--- config.mk ---
export PLATFORM = sky130hd
export DESIGN_NAME = nand_ecc_acc
export DESIGN_NICKNAME = d
export VERILOG_FILES = /design/src/rtl/nand_ecc_pkg.sv /design/src/rtl/nand_ecc_col.sv /design/src/rtl/nand_ecc_ctl.sv /design/src/rtl/nand_ecc_acc.sv
export SDC_FILE = /design/constraint.sdc
export NUM_CORES = 1
export LEC_CHECK = 0
export BUFFER_PORTS_ARGS = -buffer_cell sky130_fd_sc_hd__buf_2
export CELL_PAD_IN_SITES_DETAIL_PLACEMENT = 1
export CELL_PAD_IN_SITES_GLOBAL_PLACEMENT = 2
export CORE_MARGIN = 4
export CORE_UTILIZATION = 31
export CTS_CLUSTER_SIZE = 20
export DETAILED_ROUTE_END_ITERATION = 7
export PLACE_DENSITY_LB_ADDON = 0.05
export RECOVER_POWER = 50
export SLEW_MARGIN = 20
export SYNTH_ARGS = -nofsm -noshare
export SYNTH_HDL_FRONTEND = slang
export SYNTH_SLANG_ARGS = --single-unit
--- constraint.sdc ---
create_clock -name clk -period 3.4 [get_ports clk]
set_input_delay 0.68 -clock clk [delete_from_list [all_inputs] [get_ports clk]]
set_output_delay 0.68 -clock clk [all_outputs]
set_load 0.005 [all_outputs]
--- src/rtl/nand_ecc_pkg.sv ---
package nand_ecc_pkg;
  localparam int BYTE_W     = 8;
  localparam int IDX_W      = 3;
  localparam int COL_W      = 2 * IDX_W;
  localparam int MIN_ADDR_W = 8;
  localparam int MAX_ADDR_W = 13;
  localparam int SEL_W      = 3;
  localparam int RES_W      = COL_W + 2 * MAX_ADDR_W;

  typedef logic [MAX_ADDR_W-1:0] addr_t;
  typedef logic [RES_W-1:0]      code_t;

  // Address bits used by a given page-length select; the codes above the
  // largest page collapse onto it.
  function automatic int addr_bits(input logic [SEL_W-1:0] sel);
    int n;
    n = MIN_ADDR_W + int'(sel);
    if (n > MAX_ADDR_W) n = MAX_ADDR_W;
    return n;
  endfunction

  function automatic code_t code_mask(input logic [SEL_W-1:0] sel);
    logic [RES_W:0] one_past;
    one_past = '0;
    one_past[COL_W + 2 * addr_bits(sel)] = 1'b1;
    return code_t'(one_past - 1'b1);
  endfunction

  function automatic addr_t last_addr(input logic [SEL_W-1:0] sel);
    logic [MAX_ADDR_W:0] span;
    span = '0;
    span[addr_bits(sel)] = 1'b1;
    return addr_t'(span - 1'b1);
  endfunction
endpackage

--- src/rtl/nand_ecc_col.sv ---
module nand_ecc_col
  import nand_ecc_pkg::*;
(
  input  logic [BYTE_W-1:0] data,
  output logic [COL_W-1:0]  col,
  output logic              byte_par
);
  always_comb begin
    col = '0;
    for (int j = 0; j < IDX_W; j++) begin
      for (int i = 0; i < BYTE_W; i++) begin
        if (((i >> j) & 1) != 0) col[2*j+1] = col[2*j+1] ^ data[i];
        else                     col[2*j]   = col[2*j]   ^ data[i];
      end
    end
    byte_par = ^data;
  end
endmodule

--- src/rtl/nand_ecc_ctl.sv ---
module nand_ecc_ctl
  import nand_ecc_pkg::*;
(
  input  logic             clk,
  input  logic             rst_n,
  input  logic             en,
  input  logic             valid,
  input  logic [SEL_W-1:0] sel,
  output logic             ready,
  output logic             accept,
  output addr_t            addr,
  output logic             done
);
  addr_t cnt;

  assign ready  = en && !done;
  assign accept = valid && ready;
  assign addr   = cnt;

  always_ff @(posedge clk or negedge rst_n) begin
    if (!rst_n) begin
      cnt  <= '0;
      done <= 1'b0;
    end else if (!en) begin
      cnt  <= '0;
      done <= 1'b0;
    end else if (accept) begin
      if (cnt == last_addr(sel)) done <= 1'b1;
      else                       cnt  <= cnt + 1'b1;
    end
  end
endmodule

--- src/rtl/nand_ecc_acc.sv ---
module nand_ecc_acc
  import nand_ecc_pkg::*;
(
  input  logic             clk,
  input  logic             rst_n,
  input  logic [SEL_W-1:0] page_sel,
  input  logic             ecc_en,
  input  logic             in_valid,
  output logic             in_ready,
  input  logic [BYTE_W-1:0] in_data,
  output logic [RES_W-1:0] ecc_result,
  output logic             ecc_done
);
  logic             accept;
  addr_t            addr;
  logic [COL_W-1:0] col_now;
  logic             bpar;
  logic [COL_W-1:0] col_acc;
  addr_t            line_lo, line_hi;
  code_t            raw;

  nand_ecc_ctl i_ctl (
    .clk(clk), .rst_n(rst_n), .en(ecc_en), .valid(in_valid), .sel(page_sel),
    .ready(in_ready), .accept(accept), .addr(addr), .done(ecc_done)
  );

  nand_ecc_col i_col (.data(in_data), .col(col_now), .byte_par(bpar));

  always_ff @(posedge clk or negedge rst_n) begin
    if (!rst_n)       col_acc <= '0;
    else if (!ecc_en) col_acc <= '0;
    else if (accept)  col_acc <= col_acc ^ col_now;
  end

  for (genvar k = 0; k < MAX_ADDR_W; k++) begin : g_line
    always_ff @(posedge clk or negedge rst_n) begin
      if (!rst_n) begin
        line_lo[k] <= 1'b0;
        line_hi[k] <= 1'b0;
      end else if (!ecc_en) begin
        line_lo[k] <= 1'b0;
        line_hi[k] <= 1'b0;
      end else if (accept) begin
        if (addr[k]) line_hi[k] <= line_hi[k] ^ bpar;
        else         line_lo[k] <= line_lo[k] ^ bpar;
      end
    end
    assign raw[COL_W+2*k]   = line_lo[k];
    assign raw[COL_W+2*k+1] = line_hi[k];
  end

  assign raw[COL_W-1:0] = col_acc;
  assign ecc_result     = raw & code_mask(page_sel);
endmodule

Yosys cells after proc, flatten, opt, wreduce, memory -nomap -nowiden
Cells that the tools add are included.

cells by class
  shifts and indexed selects = 0
  equal/unequal tests = 30
  $add $sub $neg = 5
  multiply operators = 0
  bitwise gates (word level) = 45
  magnitude comparators = 5
  mux-type cells = 93
  reductions and logical operators = 34
  divide/modulo/power cells = 0

operators by type and width
  operator                                                        number
  2-to-1 mux 32 bit                                               3
  2-to-1 mux 1 bit                                                83
  >= comparator 32 x 1 -> 1 bit, second input constant            2
  AND reduction 2 bit                                             28
  XOR 1 bit                                                       43
  2-to-1 mux 13 bit                                               3
  adder 4 x 32 -> 32 bit, first input constant                    1
  bitwise AND 32 bit                                              1
  greater-than comparator 32 x 5 -> 1 bit, second input constant  1
  less-than comparator 32 x 6 -> 1 bit, second input constant     1
  less-than comparator 32 x 8 -> 1 bit, second input constant     1
  subtractor 32 x 1 -> 32 bit, second input constant              1
  != test 2 x 1 -> 1 bit, second input constant                   15
  != test 2 bit, second input constant                            14
  adder 13 x 1 -> 13 bit, second input constant                   1
  == test 13 bit                                                  1
  subtractor 13 x 1 -> 13 bit, second input constant              1
  2-to-1 mux 6 bit                                                2
  parity 8 bit                                                    1
  demux 1 bit (select 6 bit)                                      1
  XOR 6 bit                                                       1
  adder 4 x 3 -> 5 bit, first input constant                      1
  demux 1 bit (select 4 bit)                                      1
  logical AND 1 bit                                               4
  zero test 1 bit                                                 1

storage, ports and cells
  bits of input ports = 15
  register bits after elaboration = 46
  output and inout bits = 34
  memories = 0
  memory bits (writable) = 0
  bits in latches = 0
  bits in read-only memories = 0

Depth between registers and ports, before layout
Gate-level depths: netlist of the first run.

  word-level depth = 14
  depth in mapped cells = 15

Cells and area by module
From an unflattened synthesis of the first run, not the netlist that was laid out.

second synthesis, totals
  cells, all modules = 333
  area, all modules = 3052.9 µm²

by module, submodules not included
  module        seq. area each (µm²)  area each (µm²)  cells an instance  times used
  nand_ecc_acc  800.8                 2049.5           226                1
  nand_ecc_ctl  350.3                 872.1            92                 1
  nand_ecc_col  0.0                   131.4            15                 1

Worst setup path before layout of the first run
OpenSTA, ideal clock, no wires.

  path kind = in2out
  from = input port page_sel[1]
  to = output port ecc_result[20]
  required time = 2.720 ns
  path buffers = 3
  stages on the path = 15
  setup slack = -0.287 ns
  data arrival time = 3.007 ns
  cell sequence = clkbuf_1 > nor2_1 > inv_1 > ha_1 > clkbuf_1 > nor2_1 > nand2_1 > nor2_1 > inv_1 > ha_1 > clkbuf_1 > nor3_1 > a32oi_1 > o22ai_1 > and2_1

on the way
  cells in the longest elaborated chain, start to end = 10
  elaborated cells between the ends (all ways) = 11
  classes of those cells = add/sub (3); order compare (3); mux (3); bitwise (1); reduce/logical (1)

ends and longest elaborated chain
  element                                                                                                      RTL line            RTL
  from (decl)                                                                                                  nand_ecc_acc.sv:6   input logic [SEL_W-1:0] page_sel,
  adder 4 x 3 -> 5 bit *                                                                                       nand_ecc_pkg.sv:17  n = MIN_ADDR_W + int'(sel);
  greater-than comparator 32 x 5 -> 1 bit                                                                      --
  2-to-1 mux 32 bit *                                                                                          --
  adder 4 x 32 -> 32 bit *                                                                                     nand_ecc_pkg.sv:25  one_past[COL_W + 2 * addr_bits(sel)] = 1'b1;
  >= comparator 32 x 1 -> 1 bit (implied by the code) or less-than comparator 32 x 8 -> 1 bit (tied branches)  nand_ecc_pkg.sv:25
  logical AND 1 bit (implied by the code)                                                                      nand_ecc_pkg.sv:25
  2-to-1 mux 1 bit (implied by the code)                                                                       nand_ecc_pkg.sv:25
  demux 1 bit (select 6 bit) *                                                                                 nand_ecc_pkg.sv:25
  subtractor 32 x 1 -> 32 bit *                                                                                nand_ecc_pkg.sv:26  return code_t'(one_past - 1'b1);
  bitwise AND 32 bit *                                                                                         nand_ecc_acc.sv:53  assign ecc_result = raw & code_mask(page_sel);
  to (decl)                                                                                                    nand_ecc_acc.sv:11  output logic [RES_W-1:0] ecc_result,

Mark *: on every way between the ends. The rest lies on a longest branch, timed or not.

Worst setup path after layout of the first run
  from = input port page_sel[1]
  to = output port ecc_result[8]

The elaborated chain is that of the path after synthesis.

==> results of run 1 <==
## through the flow
stage / cells / power (mW) / hold slack (ps)
after CTS: 494 / 1.34 / 479
after detailed placement: 487 / 0.998 / 470
after global routing: 494 / 1.41 / 499
after floorplan: 318 / 0.871 / 384
final: 494 / 1.31 / 473
after global placement: 487 / 0.992 / 453
## layer usage
metal,share of wire,vias to the layer above
li1,-,1216
met1,0.48,1256
met2,0.48,37
met3,0.029,2
met4,0.0044,0
met5,0,-
## Yosys cell counts (2+ instances only)
cell	count
nor2_1	20
dfrtp_1	46
a21oi_1	15
and3_1	4
nand2_1	35
or3_1	10
xnor2_1	20
o21ai_0	12
nand2b_1	6
mux2i_1	14
nor3b_1	4
ha_1	3
o21a_1	6
o211ai_1	8
nor3_1	2
nand3_1	3
or4_1	2
buf_6	3
nor2b_1	8
and2_1	16
buf_2	3
inv_1	7
o211ai_2	7
clkbuf_1	14
o31ai_2	5
nand4_1	2
a21boi_0	2
xor2_1	3
o31ai_1	12
a31oi_1	2
## worst max-delay path, stage by stage
cell,delay [ps]
buf_2,120
nor2_4,100
inv_1,60
ha_1,230
nor2_4,100
nand2_2,90
nor2_4,110
inv_1,40
ha_1,230
buf_4,200
nor3b_1,290
o21a_1,160
buf_2,110
## cells in the final DEF, fill, tap and decap left out, types with 3 or more instances in the layout
master	n
o31ai_1	12
ha_1	3
or3_1	10
o21a_1	6
o31ai_2	5
and2_1	16
nand2b_1	6
o21ai_0	12
nor2b_1	8
buf_2	44
nand3_1	3
nor2_1	17
nor3b_1	4
a21oi_1	15
clkbuf_1	6
o211ai_2	7
and3_1	4
xnor2_1	20
mux2i_1	14
nand2_1	34
o211ai_1	8
dfrtp_1	46
nor2_4	3
buf_4	13
xor2_1	3
inv_1	7
clkbuf_8	5
## registers in the layout, indices dropped and copies added (netlist names)
name and flops:
i_ctl.done 1, col_acc 6, line_hi 13, i_ctl.addr 13
line_lo 13
## final timing paths
| path | to | from | depth (start not counted) | slack, ps |
|---|---|---|---|---|
| worst max-delay path | ecc_result[8] | page_sel[1] | 13 | 190 |
| worst min-delay path | line_hi[7]$_DFFE_PN0P_ | line_hi[7]$_DFFE_PN0P_ | 1 | 470 |
| worst max register to register | i_ctl.addr[12]$_DFFE_PN0P_ | i_ctl.addr[12]$_DFFE_PN0P_ | 6 | 1150 |
| worst min register to register | line_hi[7]$_DFFE_PN0P_ | line_hi[7]$_DFFE_PN0P_ | 1 | 470 |
| max in group asynchronous | col_acc[1]$_DFFE_PN0P_ | rst_n | 1 | 1250 |
| min in group asynchronous | line_lo[11]$_DFFE_PN0P_ | rst_n | 1 | 960 |
## final cells by class
class                           count  area (µm²)  share of cell area
Multi-Input combinational cell    241        1670               0.487
Sequential cell                    46        1150               0.335
Timing Repair Buffer               63         340              0.0992
Tap cell                          129         161              0.0470
Clock buffer                        5        68.8              0.0201
Inverter                            8        30.0             0.00875
Clock inverter                      2        10.0             0.00292
## cell families after synthesis
logic type | after synthesis | synth area share
AND/OR/NAND/NOR | 117 | 0.208
adder cells (fa/ha/maj) | 3 | 0.0127
AO/OA/AOI/OAI | 83 | 0.220
multiplexers | 14 | 0.0474
other | 1 | 0.00127
flip-flops | 46 | 0.390
XOR/XNOR | 23 | 0.0682
buffers and inverters | 31 | 0.0534
## power breakdown
group	switching (mW)	leakage, nW	internal, mW	total, mW
Combinational	0.187	0.883	0.149	0.336
Clock	0.195	0.0438	0.139	0.334
Sequential	0.0455	0.628	0.598	0.643
Total	0.428	1.55	0.885	1.31
==> summary.md, run 1 <==
| Metric | Value |
|---|---|
| Placed cell areas | 3370 µm² |
| First-pass GRT wire length | 14500 µm |
| Hpwl dp | 6340 µm |
| Root Driver | clkbuf_8 |
| Worst-Margin Slew | 2070 ps |
| Max Slew Vio Count | 35 |
| Post-Route Setup TNS | 0 ps |
| Critical path arrival | 2530 ps |
| Setup CP Type | in2out |
| Area Overhead vs Synth | 16.2% |
| Global route hottest layer | met2 |
| Die H | 106 µm |
| Post-Route WL | 8660 µm |
| Unique cell type count in the Yosys netlist | 54 |
| Failing checks | capacitance limit, slew limit |
| Largest net degree at the start of global routing | 35 |
| Reg clk slew, reported paths | 90 ps |
| Drt first-iter violations | 60 |
| Fill cells | 1090 |
| WL/cell | 17.5 µm |
| Syn_nets | 336 |
| Clk_skew | 4.62 ps |
| Post-route cell area | 3430 µm² |
| Minimum clock period | 3210 ps |
| Drc violations | 0 |
| Total gr overflow | 0 |
| Pwr Density | 383 nW/µm² |
| Yosys reg bits | 46 |
| Worst-path maximum fanout | 5 |
| Pre-CTS setup slack | 84.2 ps |
| Status | finished with violations |
| Leakage Power | 1.55 nW |
| Met2 usage in global routing | 0.281 |
| Worst-case clock buffer depth | 2 |
| Met3 Resource Use GR | 0.0269 |
| Leading area contributor after synthesis | dfrtp_1 |
| Die ar. | 11200 µm² |
| Pre-antenna DRT Iters | 4 |
| Mapped cell area | 2950 µm² |
| Hold Buf Count CTS | 0 |
| Final setup viols | 0 |
| Initial core utilization | 0.320 |
| RSZ-0062 raised after global routing | false |
| Final WS setup | 195 ps |
| Number of nets in the layout | 383 |
| Die width | 106 µm |
| Startpoint types | input port |
| Synthesized area per cell | 9.29 µm² |
| CTS tree | yes |
| Max-Cap Viols | 1 |
| Total setup buffers inserted after CTS | 0 |
| Worst-Skew Late Latency | 300 ps |
| Critical Path RT | 2720 ps |
| Post-synthesis sequential area ratio | 0.390 |
| Hold Crit Class | reg2reg |
| Post-CTS resize count | 0 |
| Cells after synthesis | 318 |
| Syn. warnings | 0 |
| Fin util | 0.371 |
| Final Hold Fails | 0 |
| ANT nets after route | 0 |
| Floorplan Core Area | 9240 µm² |
| Vias | 2511 |
| GR Layer Usage met1 | 0.217 |
| Synth async-reset ratio | 1.00 |
| CTS sink cnt | 46 |
| Crit. End Element | output port |
| Inserted Clock Buffers | 5 |
| Initial antenna violation count | 0 |
| Dominant cells by area after synthesis | dfrtp_1 (39%), xnor2_1 (5.9%), mux2i_1 (4.7%), nand2_1 (4.4%), and2_1 (3.4%) |
| Htree depth | 2 |
| Crit share post-route | 0.943 |
| Total GRT Usage | 0.163 |
| Port Buffers | 48 |
| Area share of the largest cell type after synthesis | 0.390 |
| Vias in the first global route | 2753 |
| Diodes inserted | 0 |
| Vias/cell | 5.08 |
| Num ports | 49 |
| Slew headroom | -0.378 |
| Max IR drop VDD | 134 µV |
| GPL Wtd Cong | 0.730 |
| Max Clk Rate | 0.312 GHz |
| Share of layout cells above drive strength 1 | 0.236 |
| Rows | 35 |
| Main synth FF type | dfrtp_1 |
| Post-synth EDFFs | 0 |
Power figures use the tool's default switching activity.
==> run 2: changes to the inputs <==
--- a/config.mk
+++ b/config.mk
@@ -9,7 +9,7 @@
 export CELL_PAD_IN_SITES_DETAIL_PLACEMENT = 1
 export CELL_PAD_IN_SITES_GLOBAL_PLACEMENT = 2
 export CORE_MARGIN = 4
-export CORE_UTILIZATION = 31
+export CORE_UTILIZATION = 35
 export CTS_CLUSTER_SIZE = 20
 export DETAILED_ROUTE_END_ITERATION = 7
 export PLACE_DENSITY_LB_ADDON = 0.05
@@ -17,4 +17,5 @@
 export SLEW_MARGIN = 20
 export SYNTH_ARGS = -nofsm -noshare
 export SYNTH_HDL_FRONTEND = slang
+export SYNTH_HIERARCHICAL = 1
 export SYNTH_SLANG_ARGS = --single-unit
==> constraint.sdc (replaced) <==
create_clock -name clk -period 3.15 [get_ports clk]
set_input_delay 0.63 -clock clk [delete_from_list [all_inputs] [get_ports clk]]
set_output_delay 0.63 -clock clk [all_outputs]
set_load 0.005 [all_outputs]
==> run 2 against run 1 <==
The run now ends clean. Register-to-register slack worse by 240 ps. Worst hold slack gained 11 ps. Sequential share of layout area shrank 1.2 points. Sequential cell count stayed put. Clock skew rose by 2.4 ps. Sequential power is 0.9% higher. Core utilization grew 5.5 points. Routed wire length fell by 4.6%. Non-clock buffer count up 7. Critical endpoint is now ecc_result[24]. Highest routed layer unchanged.
==> summary.md, run 2 <==
| Metric | Value |
|---|---|
| Hold Buf Count CTS | 0 |
| Vias/cell | 5.24 |
| Syn. warnings | 6 |
| Clk_skew | 7.03 ps |
| Inserted Clock Buffers | 5 |
| Largest net degree at the start of global routing | 47 |
| Floorplan Core Area | 8340 µm² |
| Dominant cells by area after synthesis | dfrtp_1 (38%), xnor2_1 (8.9%), and2_1 (8.0%), o21ai_0 (3.8%), nand3_1 (3.4%) |
| Leading area contributor after synthesis | dfrtp_1 |
| Critical path arrival | 2360 ps |
| WL/cell | 16.6 µm |
| Num ports | 49 |
| CTS sink cnt | 46 |
| Final Hold Fails | 0 |
| First-pass GRT wire length | 14100 µm |
| Minimum clock period | 2990 ps |
| Commonest non-fill, non-tap cells in the layout | dfrtp_1 (46), buf_2 (45), xnor2_1 (31), and2_1 (30), o21ai_0 (23) |
| Slowest cell delay on critical path | 310 ps |
| Worst-Skew Late Latency | 300 ps |
| Worst r2r src | i_ctl/addr[4]$_DFFE_PN0P_ |
| Worst R2R Path Depth | 7 |
| Worst-case clock buffer depth | 2 |
| Synthesized area per cell | 9.17 µm² |
| Cells after synthesis | 333 |
| Crit share post-route | 0.950 |
| Vias in the first global route | 2732 |
| Initial core utilization | 0.366 |
| Die width | 101 µm |
| Max Clk Rate | 0.334 GHz |
| Drt first-iter violations | 62 |
| Pre-antenna DRT Iters | 4 |
| GPL Wtd Cong | 0.717 |
| Main synth FF type | dfrtp_1 |
| Worst-Margin Slew | 1060 ps |
| CP Cell Sequence | buf_2, nor2_2, inv_1, ha_1, nor2b_2, nand2_1, ha_1, buf_4, nor3_1, a22oi_1, o22ai_1, buf_2 |
| Pwr Density | 378 nW/µm² |
| Max Slew Vio Count | 0 |
| Max-Cap Viols | 0 |
| Port Buffers | 48 |
| Initial antenna violation count | 0 |
| Critical path's slowest cell | ha_1 |
| Worst-path maximum fanout | 9 |
| Area share of the largest cell type after synthesis | 0.377 |
| Unique cell type count in the Yosys netlist | 52 |
| Syn_nets | 352 |
| Rows | 33 |
| Max IR drop VDD | 179 µV |
| Die ar. | 10300 µm² |
| Reg2Reg Setup Slack | 910 ps |
| Root Driver | clkbuf_8 |
| Critical Path RT | 2520 ps |
| Post-Route WL | 8260 µm |
| Number of nets in the layout | 409 |
| Leading cell type in the layout, fill and taps excluded | dfrtp_1 |
| Reg clk slew, reported paths | 90 ps |
| Yosys reg bits | 46 |
| Drc violations | 0 |
| Startpoint types | input port |
| Setup CP Type | in2out |
| Area Overhead vs Synth | 16.5% |
| Slew headroom | 0.294 |
| Count leader, synth | dfrtp_1 |
| ANT nets after route | 0 |
| Post-synth EDFFs | 0 |
| Mapped cell area | 3050 µm² |
| Commonest cells in the synthesized netlist | dfrtp_1 (46), and2_1 (39), xnor2_1 (31) |
| Fill cells | 1013 |
| Total setup buffers inserted after CTS | 0 |
| CTS tree | yes |
| Status | finished clean |
| Total GRT Usage | 0.172 |
| Diodes inserted | 0 |
| Total gr overflow | 0 |
| Hpwl dp | 6100 µm |
| Synth async-reset ratio | 1.00 |
| Die H | 101 µm |
| Crit Reg-Reg Endpoint | i_ctl/addr[2]$_DFFE_PN0P_ |
| Post-route cell area | 3560 µm² |
| RSZ-0062 raised after global routing | false |
| Hold Crit Class | in2async |
| Share of layout cells above drive strength 1 | 0.228 |
| Post-Route Setup TNS | 0 ps |
| Total power | 1.34 mW |
| Htree depth | 2 |
| Placed cell areas | 3480 µm² |
| Post-synthesis sequential area ratio | 0.377 |
| Final setup viols | 0 |
| Vias | 2599 |
| Leakage Power | 1.60 nW |
| Crit. End Element | output port |
## run 2: critical path, delay by kind of cell
kind / cells / cell delay, ps
AND/OR/NAND/NOR: 4 / 480
buffers and inverters: 4 / 480
adder cells (fa/ha/maj): 2 / 550
AO/OA/AOI/OAI: 2 / 210
## run 2: repair_timing
item / in CTS / in global routing
gates resized for setup: 0 / 1
hold endpoints to repair: 0 / 0
endpoints found under the setup margin: 0 / 1
## run 2: cells by family (layout without fill, tap and decap cells)
group           after synthesis  in the layout  share of synthesized area
simple gates                136            136                      0.262
xor+xnor                     41             41                      0.118
mux                           5              5                     0.0164
flops                        46             46                      0.377
fa+ha+maj                     4              4                     0.0164
other cells                   1              1                    0.00123
compound gates               75             75                      0.166
buf+inv                      25             83                     0.0430
## run 2: area by class of cell
cell class	instances	area (µm²)	share of cell area
clock buffers	7	86.3	0.0243
clock inverters	1	5.00	0.00141
inverters	5	18.8	0.00528
multi-input cells	262	1780	0.501
flip-flops and latches	46	1150	0.324
well taps	105	131	0.0369
repair buffers	70	384	0.108
## run 2: through the flow
stage | worst slack [ps] | utilization | std cells | hold WS (ps)
6_report | 157 | 0.426 | 496 | 484
5_1_grt | 31.8 | 0.426 | 496 | 576
4_1_cts | 130 | 0.428 | 496 | 272
3_5_place_dp | 49.5 | 0.417 | 488 | 530
3_3_place_gp | 101 | 0.417 | 488 | 514
2_1_floorplan | 58.3 | - | 333 | 334
## run 2: metal layers
layer	wire length, µm	up-vias	global-route usage
met5	0	-	0
met4	72	0	0.0419
met3	226	7	0.0275
met2	3930	30	0.287
met1	4030	1301	0.233
li1	-	1261	-
## run 2: report_power, final
part | internal, mW | total [mW] | switching (mW)
clock | 0.178 | 0.384 | 0.206
combinational | 0.132 | 0.312 | 0.180
sequential | 0.622 | 0.649 | 0.0268
total | 0.931 | 1.34 | 0.414
## run 2: worst max-delay path by stage
stage / startpoint / endpoint / slack, ps / cells past startpoint
after detailed placement: page_sel[0] / i_ctl/addr[5]$_DFFE_PN0P_ / 50 / 11
after global placement: page_sel[0] / i_ctl/addr[5]$_DFFE_PN0P_ / 100 / 11
after CTS: page_sel[0] / ecc_result[20] / 130 / 11
after floorplan: page_sel[0] / ecc_result[20] / 60 / 11
final: page_sel[0] / ecc_result[24] / 160 / 12
after global routing: page_sel[0] / ecc_result[31] / 30 / 11
